`src/rtl/voq_pkg.sv`:
```
// Package: shared helpers for the per-output-queue input port.
// Assumes: callers pass positive counts.
package voq_pkg;

    // Index width for a count of n items, at least one bit.
    function automatic int idx_w(input int n);
        return (n > 1) ? $clog2(n) : 1;
    endfunction

endpackage

```
`src/rtl/voq_fifo.sv`:
```
// Module: voq_fifo
// Circular-buffer FIFO of DEPTH entries with head look-ahead. The head is
// valid whenever the FIFO is not empty.
// Assumes: push is only raised when full is low. A pop on an empty FIFO is dropped.
module voq_fifo
    import voq_pkg::*;
#(
    parameter int W     = 32,
    parameter int DEPTH = 5
) (
    input  logic         clk,
    input  logic         rst_n,
    input  logic         push,
    input  logic [W-1:0] push_data,
    input  logic         pop,
    output logic [W-1:0] head,
    output logic         not_empty,
    output logic         full
);
    localparam int AW = idx_w(DEPTH);
    localparam int CW = idx_w(DEPTH + 1);
    localparam logic [AW-1:0] LAST = AW'(DEPTH - 1);
    localparam logic [CW-1:0] CAP  = CW'(DEPTH);

    logic [W-1:0]  mem [DEPTH];
    logic [AW-1:0] rd_ptr, wr_ptr;
    logic [CW-1:0] count;
    logic          do_push, do_pop;

    // Qualify requests against the current occupancy.
    always_comb begin
        do_pop  = pop && (count != '0);
        do_push = push && (count != CAP);
    end

    // Storage write; entries need no reset.
    always_ff @(posedge clk) begin
        if (do_push) mem[wr_ptr] <= push_data;
    end

    // Pointer and occupancy bookkeeping with explicit wrap.
    always_ff @(posedge clk) begin
        if (!rst_n) begin
            rd_ptr <= '0;
            wr_ptr <= '0;
            count  <= '0;
        end else begin
            if (do_push) wr_ptr <= (wr_ptr == LAST) ? '0 : wr_ptr + 1'b1;
            if (do_pop)  rd_ptr <= (rd_ptr == LAST) ? '0 : rd_ptr + 1'b1;
            if (do_push && !do_pop)      count <= count + 1'b1;
            else if (do_pop && !do_push) count <= count - 1'b1;
        end
    end

    // Head and flags.
    always_comb begin
        head      = mem[rd_ptr];
        not_empty = (count != '0);
        full      = (count == CAP);
    end

endmodule

```
`src/rtl/voq_stage.sv`:
```
// Module: voq_stage
// One-flit staging register plus the route handshake. A freshly accepted
// flit raises a route request. The answer is either used at once (a drain
// into the target queue) or latched with the rewritten header until the
// queue has room. The drain target is one-hot.
// Assumes: the route unit keeps its answer meaningful only while the request is up.
module voq_stage
    import voq_pkg::*;
#(
    parameter int FLIT_W     = 32,
    parameter int HDR_W      = 8,
    parameter int HDR_LSB    = 24,
    parameter int NUM_OUT    = 5,
    parameter int SELF_PORT  = 1,
    parameter int LOCAL_PORT = 4
) (
    input  logic                        clk,
    input  logic                        rst_n,
    input  logic                        in_valid,
    input  logic [FLIT_W-1:0]           in_flit,
    output logic                        in_ready,
    output logic                        rt_req_valid,
    output logic [HDR_W-1:0]            rt_req_hdr,
    input  logic                        rt_rsp_valid,
    input  logic [idx_w(NUM_OUT)-1:0]   rt_rsp_port,
    input  logic [HDR_W-1:0]            rt_rsp_hdr,
    input  logic [NUM_OUT-1:0]          q_full,
    output logic [NUM_OUT-1:0]          push_en,
    output logic [FLIT_W-1:0]           push_data
);
    localparam int PW = idx_w(NUM_OUT);
    localparam logic [PW-1:0] LOCAL_IDX = PW'(LOCAL_PORT);
    localparam logic [PW-1:0] SELF_IDX  = PW'(SELF_PORT);
    localparam bit            TURN_BACK = (SELF_PORT != LOCAL_PORT);

    logic              st_full;
    logic              st_routed;
    logic [PW-1:0]     st_port;
    logic [FLIT_W-1:0] st_flit;

    logic              rsp_take;
    logic [PW-1:0]     rsp_port_m;
    logic [FLIT_W-1:0] rsp_flit;
    logic [PW-1:0]     tgt_port;
    logic [FLIT_W-1:0] tgt_flit;
    logic              drain;

    // Map the raw answer: out-of-range or back toward the own direction goes local.
    always_comb begin
        rsp_port_m = rt_rsp_port;
        if (int'(rt_rsp_port) >= NUM_OUT)         rsp_port_m = LOCAL_IDX;
        else if (TURN_BACK && rt_rsp_port == SELF_IDX) rsp_port_m = LOCAL_IDX;
    end

    // Splice the new destination field into the staged flit.
    always_comb begin
        rsp_flit = st_flit;
        rsp_flit[HDR_LSB +: HDR_W] = rt_rsp_hdr;
    end

    // Request handshake and drain decision.
    always_comb begin
        rt_req_valid = st_full && !st_routed;
        rt_req_hdr   = st_flit[HDR_LSB +: HDR_W];
        rsp_take     = rt_req_valid && rt_rsp_valid;
        tgt_port     = st_routed ? st_port : rsp_port_m;
        tgt_flit     = st_routed ? st_flit : rsp_flit;
        drain        = (st_routed || rsp_take) && !q_full[tgt_port];
        in_ready     = !st_full || drain;
    end

    // One-hot write strobe toward the queue array.
    always_comb begin
        push_en   = '0;
        push_data = tgt_flit;
        if (drain) push_en[tgt_port] = 1'b1;
    end

    // Staging register: load, drain, or latch a route that cannot drain yet.
    always_ff @(posedge clk) begin
        if (!rst_n) begin
            st_full   <= 1'b0;
            st_routed <= 1'b0;
            st_port   <= '0;
            st_flit   <= '0;
        end else if (in_valid && in_ready) begin
            st_full   <= 1'b1;
            st_routed <= 1'b0;
            st_flit   <= in_flit;
        end else if (drain) begin
            st_full   <= 1'b0;
            st_routed <= 1'b0;
        end else if (rsp_take) begin
            st_routed <= 1'b1;
            st_port   <= rsp_port_m;
            st_flit   <= rsp_flit;
        end
    end

endmodule

```
`src/rtl/voq_input_port.sv`:
```
// Module: voq_input_port (top)
// Input side of one switch port: a staging register with a route handshake
// that feeds NUM_OUT parallel FIFOs, one per switch output. Each FIFO offers
// its head to the crossbar and takes its own pop strobe.
// Assumes: the header field sits at [HDR_LSB +: HDR_W] of every flit.
module voq_input_port
    import voq_pkg::*;
#(
    parameter int FLIT_W     = 32,
    parameter int HDR_W      = 8,
    parameter int HDR_LSB    = FLIT_W - HDR_W,
    parameter int NUM_OUT    = 5,
    parameter int DEPTH      = 5,
    parameter int SELF_PORT  = 1,
    parameter int LOCAL_PORT = NUM_OUT - 1
) (
    input  logic                        clk,
    input  logic                        rst_n,
    input  logic                        in_valid,
    output logic                        in_ready,
    input  logic [FLIT_W-1:0]           in_flit,
    output logic                        rt_req_valid,
    output logic [HDR_W-1:0]            rt_req_hdr,
    input  logic                        rt_rsp_valid,
    input  logic [idx_w(NUM_OUT)-1:0]   rt_rsp_port,
    input  logic [HDR_W-1:0]            rt_rsp_hdr,
    output logic [NUM_OUT-1:0]          q_valid,
    output logic [NUM_OUT*FLIT_W-1:0]   q_data,
    input  logic [NUM_OUT-1:0]          q_pop
);
    logic [NUM_OUT-1:0] push_en;
    logic [NUM_OUT-1:0] q_full;
    logic [FLIT_W-1:0]  push_data;

    voq_stage #(
        .FLIT_W(FLIT_W), .HDR_W(HDR_W), .HDR_LSB(HDR_LSB),
        .NUM_OUT(NUM_OUT), .SELF_PORT(SELF_PORT), .LOCAL_PORT(LOCAL_PORT)
    ) u_stage (
        .clk(clk), .rst_n(rst_n),
        .in_valid(in_valid), .in_flit(in_flit), .in_ready(in_ready),
        .rt_req_valid(rt_req_valid), .rt_req_hdr(rt_req_hdr),
        .rt_rsp_valid(rt_rsp_valid), .rt_rsp_port(rt_rsp_port),
        .rt_rsp_hdr(rt_rsp_hdr),
        .q_full(q_full), .push_en(push_en), .push_data(push_data)
    );

    // One FIFO per switch output.
    for (genvar g = 0; g < NUM_OUT; g++) begin : g_queue
        voq_fifo #(.W(FLIT_W), .DEPTH(DEPTH)) u_fifo (
            .clk(clk), .rst_n(rst_n),
            .push(push_en[g]), .push_data(push_data),
            .pop(q_pop[g]),
            .head(q_data[g*FLIT_W +: FLIT_W]),
            .not_empty(q_valid[g]),
            .full(q_full[g])
        );
    end

endmodule

```
`config.mk`:
```
export PLATFORM = sky130hd
export DESIGN_NAME = voq_input_port
export DESIGN_NICKNAME = d
export VERILOG_FILES = /design/src/rtl/voq_pkg.sv /design/src/rtl/voq_fifo.sv /design/src/rtl/voq_stage.sv /design/src/rtl/voq_input_port.sv
export SDC_FILE = /design/constraint.sdc
export NUM_CORES = 1
export LEC_CHECK = 0
export BUFFER_PORTS_ARGS = -buffer_cell sky130_fd_sc_hd__buf_4
export CORE_AREA = 2 2 390 199
export DETAILED_ROUTE_END_ITERATION = 7
export DIE_AREA = 0 0 392 201
export REMOVE_ABC_BUFFERS = 1
export SLEW_MARGIN = 20
export SYNTH_ARGS = -nofsm -noshare
export SYNTH_HDL_FRONTEND = slang
export SYNTH_SLANG_ARGS = --single-unit
```
`constraint.sdc`:
```
create_clock -name clk -period 6.7 [get_ports clk]
set_clock_uncertainty 0.2 [all_clocks]
set_input_delay 0.67 -clock clk [delete_from_list [all_inputs] [get_ports clk]]
set_output_delay 0.67 -clock clk [all_outputs]
set_load 0.1 [all_outputs]
```
---- Word level (Yosys, flattened, before mapping) ----
Memories as Yosys holds them, arrays and structs flattened. A register that Yosys moved wholly into a read port is not among the register bits.
Cells that the tools add are included.
word-level totals
  register bits ........................... 82
  RAM bits ................................ 800
  memories kept ........................... 5
operators by class
  add/subtract/negate cells ............... 20
  order comparisons ....................... 3
  eq/ne operators ......................... 22
  multiplexer cells ....................... 54
  bitwise logic cells ..................... 3
  reduce and logical (&&, ||, !) cells .... 55
memory list
  memory                 words  bits a word  rd ports  clocked after Yosys merged registers in  write ports  RTL line        text
  g_queue[0].u_fifo.mem  5      32           1         1                                        1            voq_fifo.sv:25  logic [W-1:0] mem [DEPTH];
  g_queue[1].u_fifo.mem  5      32           1         1                                        1            voq_fifo.sv:25
  g_queue[2].u_fifo.mem  5      32           1         1                                        1            voq_fifo.sv:25
  g_queue[3].u_fifo.mem  5      32           1         1                                        1            voq_fifo.sv:25
  g_queue[4].u_fifo.mem  5      32           1         1                                        1            voq_fifo.sv:25
operator list
  kind                 number
  $mux 32              4
  $mux 3               33
  $add 3x1->3 const B  15
  $eq 3x3->1 const B   15
  $logic_and 1x1->1    25
  $ne 3x3->1 const B   5
  $reduce_bool 3->1    5
  $sub 3x1->3 const B  5
  $mux 1               14
  $reduce_bool 2->1    7
  $logic_not 1->1      13
  $mux 5               1
  $lt 3x4->1 const B   1
  $bmux 1 s3           1
  $demux 1 s3          1
  $eq 3x1->1 const B   1
  $ge 3x1->1 const B   1
  $ge 3x3->1 const B   1
  $not 1->1            3
  $reduce_and 3->1     1
  $reduce_or 3->1      1
  $logic_or 1x1->1     2
  $ne 2x2->1 const B   1
  $reduce_and 2->1     1

---- Depth between registers and ports, before layout ----
  depth after elaboration ................. 14
  depth in mapped cells ................... 14
  gate-level depth less buffers ........... 12

---- Hierarchy ----
From an unflattened synthesis, not the netlist that was laid out.
unflattened totals
  cells, all modules ...................... 1681
  area, all modules ....................... 34605.7 um^2
by module, submodules not included
  module                            times used  cells an instance  area each (um^2)  seq. area each (um^2)
  voq_fifo (g_queue[1].u_fifo ...)  4           300                6551.3            5044.8
  voq_fifo (g_queue[0].u_fifo)      1           300                6550.0            5044.8
  voq_stage                         1           181                1850.5            740.7

---- Worst setup path after synthesis ----
OpenSTA, ideal clock, no wires.
  kind .................................... in2reg
  start point ............................. input port rt_rsp_port[2]
  end point ............................... memory g_queue[0].u_fifo.mem[4][0], enable pin
  arrival time ............................ 5.216 ns
  path slack .............................. 0.771 ns
  stages on the path ...................... 7
  buffers on the path ..................... 1
  cell sequence ........................... nand2b_4 > o21a_4 > a31oi_2 > and3_1 > buf_2 > nand2_1 > nor4b_1
between the ends
  word-level cells in the longest chain between the ends .. 12
  elaborated cells between the ends (all ways) .. 18
RTL lines
  element                                                                   RTL line                          text
  from (decl)                                                               voq_input_port.sv:25              input logic [idx_w(NUM_OUT)-1:0] rt_rsp_port,
  parallel branches: the longest is 2 deep, another holds $ge 3x3->1        -
  $mux 3 (*)                                                                voq_stage.sv:51                   if (int'(rt_rsp_port) >= NUM_OUT) rsp_port_m = LOCAL_IDX;
  $mux 3 (*)                                                                voq_stage.sv:66                   tgt_port = st_routed ? st_port : rsp_port_m;
  $lt 3x4->1 (implied by the code) (tied with other cells)                  voq_stage.sv:76                   if (drain) push_en[tgt_port] = 1'b1;
  $logic_and 1x1->1 (implied by the code) / $mux 1 (equally long branches)  voq_stage.sv:76, voq_stage.sv:68
  $mux 1 (implied by the code) / $logic_not 1->1 (equally long branches)    voq_stage.sv:76, voq_stage.sv:68
  $demux 1 s3 / $logic_and 1x1->1 (equally long branches)                   -
  $mux 5 (*)                                                                voq_stage.sv:76
  $logic_and 1x1->1 (*)                                                     voq_fifo.sv:33                    do_push = push && (count != CAP);
  $mux 1 (*)                                                                voq_fifo.sv:38                    if (do_push) mem[wr_ptr] <= push_data;
  $mux 1 (implied by the code) (*)                                          voq_fifo.sv:38
  to (decl)                                                                 voq_fifo.sv:25
Every way passes the cells marked *. The select of a mux whose other input is x is not followed.

---- Worst setup path after layout ----
  start point ............................. register u_stage.st_routed
  end point ............................... register g_queue[3].u_fifo.count[2]
between the ends
  word-level cells in the longest chain between the ends .. 10
  elaborated cells between the ends (all ways) .. 21
RTL lines
  element                                                          RTL line                          text
  from (decl)                                                      voq_stage.sv:37                   logic st_routed;
  from (signal assigned)                                           voq_stage.sv:83                   st_routed <= 1'b0;
  from (signal assigned)                                           voq_stage.sv:88                   st_routed <= 1'b0;
  from (signal assigned)                                           voq_stage.sv:92                   st_routed <= 1'b0;
  $mux 3 / $logic_not 1->1 (equally long branches)                 voq_stage.sv:66, voq_stage.sv:63
  $lt 3x4->1 (implied by the code) (tied with other cells)         voq_stage.sv:76
  $logic_and 1x1->1 (implied by the code) (tied with other cells)  voq_stage.sv:76
  $mux 1 (implied by the code) (tied with other cells)             voq_stage.sv:76
  $demux 1 s3 / $logic_and 1x1->1 (equally long branches)          -
  $mux 5 (*)                                                       voq_stage.sv:76
  $logic_and 1x1->1 (*)                                            voq_fifo.sv:33
  named net g_queue[3].u_fifo.do_push                              voq_fifo.sv:28                    logic do_push, do_pop;
  $logic_not 1->1                                                  voq_fifo.sv:51                    else if (do_pop && !do_push) count <= count - 1'b1;
  $logic_and 1x1->1                                                voq_fifo.sv:51
  $reduce_bool 2->1 (no line)                                      -
  to (signal assigned)                                             voq_fifo.sv:50                    if (do_push && !do_pop) count <= count + 1'b1;
  to (signal assigned)                                             voq_fifo.sv:51
  to (decl)                                                        voq_fifo.sv:27                    logic [CW-1:0] count;
The timed path passes the listed nets; every way through them passes the cells marked *. The select of a mux whose other input is x is not followed.
A chain may end at the register's enable or synchronous reset.

==> impl_results.html <==
<table>
<tr><th>Metric</th><th>Value</th></tr>
<tr><th colspan="2">Clock tree</th></tr>
<tr><td>Clock sink count</td><td>897</td></tr>
<tr><td>Clock Path Buffers</td><td>3</td></tr>
<tr><td>Worst-Skew Late Latency</td><td>640 ps</td></tr>
<tr><td>Library cell used as clock root buffer</td><td>clkbuf_16</td></tr>
<tr><td>Hold-fix buffer count after cts</td><td>0</td></tr>
<tr><td>Post-CTS Resized</td><td>0</td></tr>
<tr><td>Clock transition at the registers of the reported paths</td><td>70 ps</td></tr>
<tr><td>TritonCTS buffer count</td><td>79</td></tr>
<tr><td>TritonCTS clock tree</td><td>done</td></tr>
<tr><td>H-tree lvl count</td><td>3</td></tr>
<tr><td>Post-CTS Setup Inserts</td><td>0</td></tr>
<tr><th colspan="2">Synth</th></tr>
<tr><td>Count of different cell masters after synthesis</td><td>57</td></tr>
<tr><td>Syn Inst Count</td><td>1,675</td></tr>
<tr><td>Area fraction of the dominant cell type after synthesis</td><td>69.9%</td></tr>
<tr><td>Warnings from Yosys</td><td>0</td></tr>
<tr><td>Post-synthesis register bit count</td><td>897</td></tr>
<tr><td>Largest family of logic cells by synthesized area</td><td>multiplexers</td></tr>
<tr><td>Library cell with the largest summed area after synthesis</td><td>edfxtp_1</td></tr>
<tr><td>Number of flops mapped to enable cells by yosys</td><td>800</td></tr>
<tr><td>Async set-reset flop share out of synthesis</td><td>0%</td></tr>
<tr><td>Multiplexer share of the synthesized area</td><td>17.0%</td></tr>
<tr><td>Average cell area after synthesis</td><td>20.5 um^2</td></tr>
<tr><td>Basic-gate share of the synthesized area counting and, or, nand and nor cells</td><td>2.71%</td></tr>
<tr><td>Area share of fa/ha/maj cells after synthesis</td><td>1.20%</td></tr>
<tr><td>Mapped Area</td><td>0.0344 mm^2</td></tr>
<tr><td>Prevailing post-synth register cell</td><td>edfxtp_1</td></tr>
<tr><td>Leading post-synthesis cells by cell area</td><td>edfxtp_1 (70%), mux4_2 (10%), dfxtp_1 (5.6%)</td></tr>
<tr><td>Synthesized-area fraction occupied by xor and xnor cells</td><td>0.255%</td></tr>
<tr><td>Share of the synthesized area in compound gates (AO/OA/AOI/OAI)</td><td>1.75%</td></tr>
<tr><td>Sequential fraction of the synthesis area</td><td>75.5%</td></tr>
<tr><th colspan="2">Timing</th></tr>
<tr><td>Tcrit/Tclk final</td><td>59.3%</td></tr>
<tr><td>Unrepaired setup endpoints after global routing</td><td>no</td></tr>
<tr><td>Fin Setup TNS</td><td>0 ps</td></tr>
<tr><td>Relative max-transition margin</td><td>33.0%</td></tr>
<tr><td>Setup violators final</td><td>0</td></tr>
<tr><td>Final Hold Viols</td><td>0</td></tr>
<tr><td>Final worst slack</td><td>2730 ps</td></tr>
<tr><td>Number of max-slew violations in the final report</td><td>0</td></tr>
<tr><td>F_max</td><td>252 MHz</td></tr>
<tr><td>Least-Margin Pin Slew</td><td>1000 ps</td></tr>
<tr><td>Final critical-path required period</td><td>3970 ps</td></tr>
<tr><th colspan="2">Place</th></tr>
<tr><td>Input/output buffers</td><td>226</td></tr>
<tr><td>Post-place setup slack</td><td>2740 ps</td></tr>
<tr><td>DP HPWL</td><td>46,200 um</td></tr>
<tr><td>RD Place Congestion</td><td>0.776</td></tr>
<tr><th colspan="2">Setup path</th></tr>
<tr><td>CP Class</td><td>reg2reg</td></tr>
<tr><td>Crit path launch type</td><td>register</td></tr>
<tr><td>Critical path fanouts, max</td><td>20</td></tr>
<tr><td>Data arrival time of the worst path</td><td>4340 ps</td></tr>
<tr><td>Endpoint kind of the worst setup timing path</td><td>register</td></tr>
<tr><td>Data required time at the worst endpoint</td><td>7070 ps</td></tr>
<tr><td>Worst-case reg-to-reg path depth</td><td>11</td></tr>
<tr><th colspan="2">Global route</th></tr>
<tr><td>Number of antenna violations at the first check in global routing</td><td>8</td></tr>
<tr><td>First-pass GRT wire length</td><td>114,000 um</td></tr>
<tr><td>Total routing usage reported by global routing</td><td>20.0%</td></tr>
<tr><td>Number of global-route vias before repair</td><td>16,800</td></tr>
<tr><td>Total congestion overflow after global routing</td><td>0</td></tr>
<tr><td>Pin count of the biggest net entering global routing</td><td>41</td></tr>
<tr><th colspan="2">Floorplan</th></tr>
<tr><td>DIE HEIGHT</td><td>201 um</td></tr>
<tr><td>Starting density of the core</td><td>45.3%</td></tr>
<tr><td>Number of core rows</td><td>72</td></tr>
<tr><td>Area of the die</td><td>0.0788 mm^2</td></tr>
<tr><td>Core Area</td><td>0.0759 mm^2</td></tr>
<tr><td>Count of pins on the block boundary</td><td>227</td></tr>
<tr><td>Chip width</td><td>392 um</td></tr>
<tr><th colspan="2">Routing</th></tr>
<tr><td>Detailed Route WL</td><td>78,900 um</td></tr>
<tr><td>Initial DRC Count</td><td>1,363</td></tr>
<tr><td>Number of remaining DRC errors</td><td>0</td></tr>
<tr><td>Vias</td><td>16,700</td></tr>
<tr><td>1st-pass router iterations</td><td>4</td></tr>
<tr><td>Post-route antenna net violation count</td><td>0</td></tr>
<tr><td>Routed WL per cell</td><td>25.8 um</td></tr>
<tr><td>Via count normalized by instance count</td><td>5.46</td></tr>
<tr><th colspan="2">Power</th></tr>
<tr><td>Lkg Pwr</td><td>13.3 nW</td></tr>
<tr><td>Largest vdd supply drop</td><td>0.259 mV</td></tr>
<tr><td>PwrDens</td><td>393 mW/mm^2</td></tr>
<tr><td>Power after layout</td><td>0.0158 W</td></tr>
<tr><th colspan="2">Flow run</th></tr>
<tr><td>Number of max-cap violations</td><td>0</td></tr>
<tr><th colspan="2">Status</th></tr>
<tr><td>Result of the run</td><td>finished, final reports clean</td></tr>
<tr><th colspan="2">Cells and area</th></tr>
<tr><td>Synth-to-layout area growth</td><td>16.9%</td></tr>
<tr><td>Post-route core utilization</td><td>53.0%</td></tr>
<tr><td>Fin nets</td><td>2,045</td></tr>
<tr><td>Share of cells above drive strength 1</td><td>38.7%</td></tr>
<tr><td>Count of filler cells inserted in the layout</td><td>5,990</td></tr>
<tr><th colspan="2">Worst hold path</th></tr>
<tr><td>Worst hold path type</td><td>in2reg</td></tr>
<tr><td>Cells on Worst Hold Path</td><td>3</td></tr>
</table>
## registers in the layout, indices dropped and copies added, names as in the netlist, named ones only
register and count:
u_stage.st_flit 32, g_queue.u_fifo.mem 800, u_stage.st_full 1, u_stage.st_routed 1, g_queue.u_fifo.count 15, u_stage.st_port 3
g_queue.u_fifo.rd_ptr 15, g_queue.u_fifo.wr_ptr 15
## cells by family (layout without fill, tap and decap cells)
kind of cell	Yosys count	after routing
adder cells (fa/ha/maj)	30	30
multiplexers	364	364
buffers and inverters	116	465
flip-flops	897	897
AND/OR/NAND/NOR	169	169
other	0	2
XOR/XNOR	10	10
AO/OA/AOI/OAI	89	89
## final timing paths
path	slack, ps	startpoint	endpoint
setup reg to reg	2730	u_stage.st_routed	g_queue[3].u_fifo.count[2]
setup / recovery	2730	u_stage.st_routed	g_queue[3].u_fifo.count[2]
hold / removal	70	in_flit[8]	u_stage.st_flit[8]
hold reg to reg	300	g_queue[2].u_fifo.count[2]	g_queue[2].u_fifo.count[2]
## cell usage in the layout (no fill, tap or decap), types with 13 or more instances in the layout
cell type,instances
a21oi_1,34
buf_4,286
edfxtp_1,800
dfxtp_1,87
mux4_2,160
o21ai_0,18
mux2i_1,36
mux2_2,168
inv_1,36
clkinv_2,13
nand2_1,19
ha_1,25
clkbuf_16,84
nor2_1,59
## critical path, stage by stage, from the launching register on
cell and delay [ps]:
dfxtp_1 790, o21ai_0 240, o21a_4 190, a31oi_2 380
nand4_1 590, inv_1 200, ha_1 200, inv_1 60
fa_1 380, xor2_1 180, or3_1 310, a21oi_1 160
## per-layer routing
| layer | track usage, % | vias up | part of all wire, % | wire (um) |
|---|---|---|---|---|
| li1 | - | 7340 | - | - |
| met1 | 28.7 | 8863 | 45 | 35200 |
| met2 | 31.8 | 411 | 48 | 37900 |
| met3 | 3.63 | 105 | 5.3 | 4210 |
| met4 | 5.41 | 0 | 2.0 | 1550 |
| met5 | 0 | - | 0 | 0 |
## cell type report
cell class                      count  area, um^2  area share, %
Clock inverter                     43         404           1.01
Clock buffer                       99        2200           5.47
Antenna cell                        2        5.00         0.0125
Tap cell                         1036        1300           3.22
Multi-Input combinational cell    662        8030           20.0
Timing Repair Buffer              286        2150           5.34
Inverter                           37         139          0.346
Sequential cell                   897       26000           64.6
## report_power, final
part / leakage (nW) / internal [W] / switching, W / total (W)
sequential: 8.12 / 0.00623 / 0.000147 / 0.00638
combinational: 3.88 / 0.00134 / 0.00347 / 0.00480
clock: 1.26 / 0.00257 / 0.00203 / 0.00460
## Yosys cell counts, types with 14 or more instances
master / count
edfxtp_1: 800
mux2_2: 168
mux4_2: 160
dfxtp_1: 97
nor2_1: 59
clkbuf_1: 44
inv_1: 36
mux2i_1: 36
a21oi_1: 34
ha_1: 25
nand2_1: 19
buf_2: 18
o21ai_0: 18
nor4_1: 14
## stage by stage
stage | instances | hold WS [ps] | instance area [um^2]
floorplan | 1596 | 262 | 34000
global placement | 2918 | 266 | 37600
detailed placement | 2918 | 288 | 37600
CTS | 3060 | 30.4 | 40200
global route | 3060 | 55.2 | 40200
finish | 3062 | 69.9 | 40200
No activity file was read; power rests on OpenSTA's default activity.
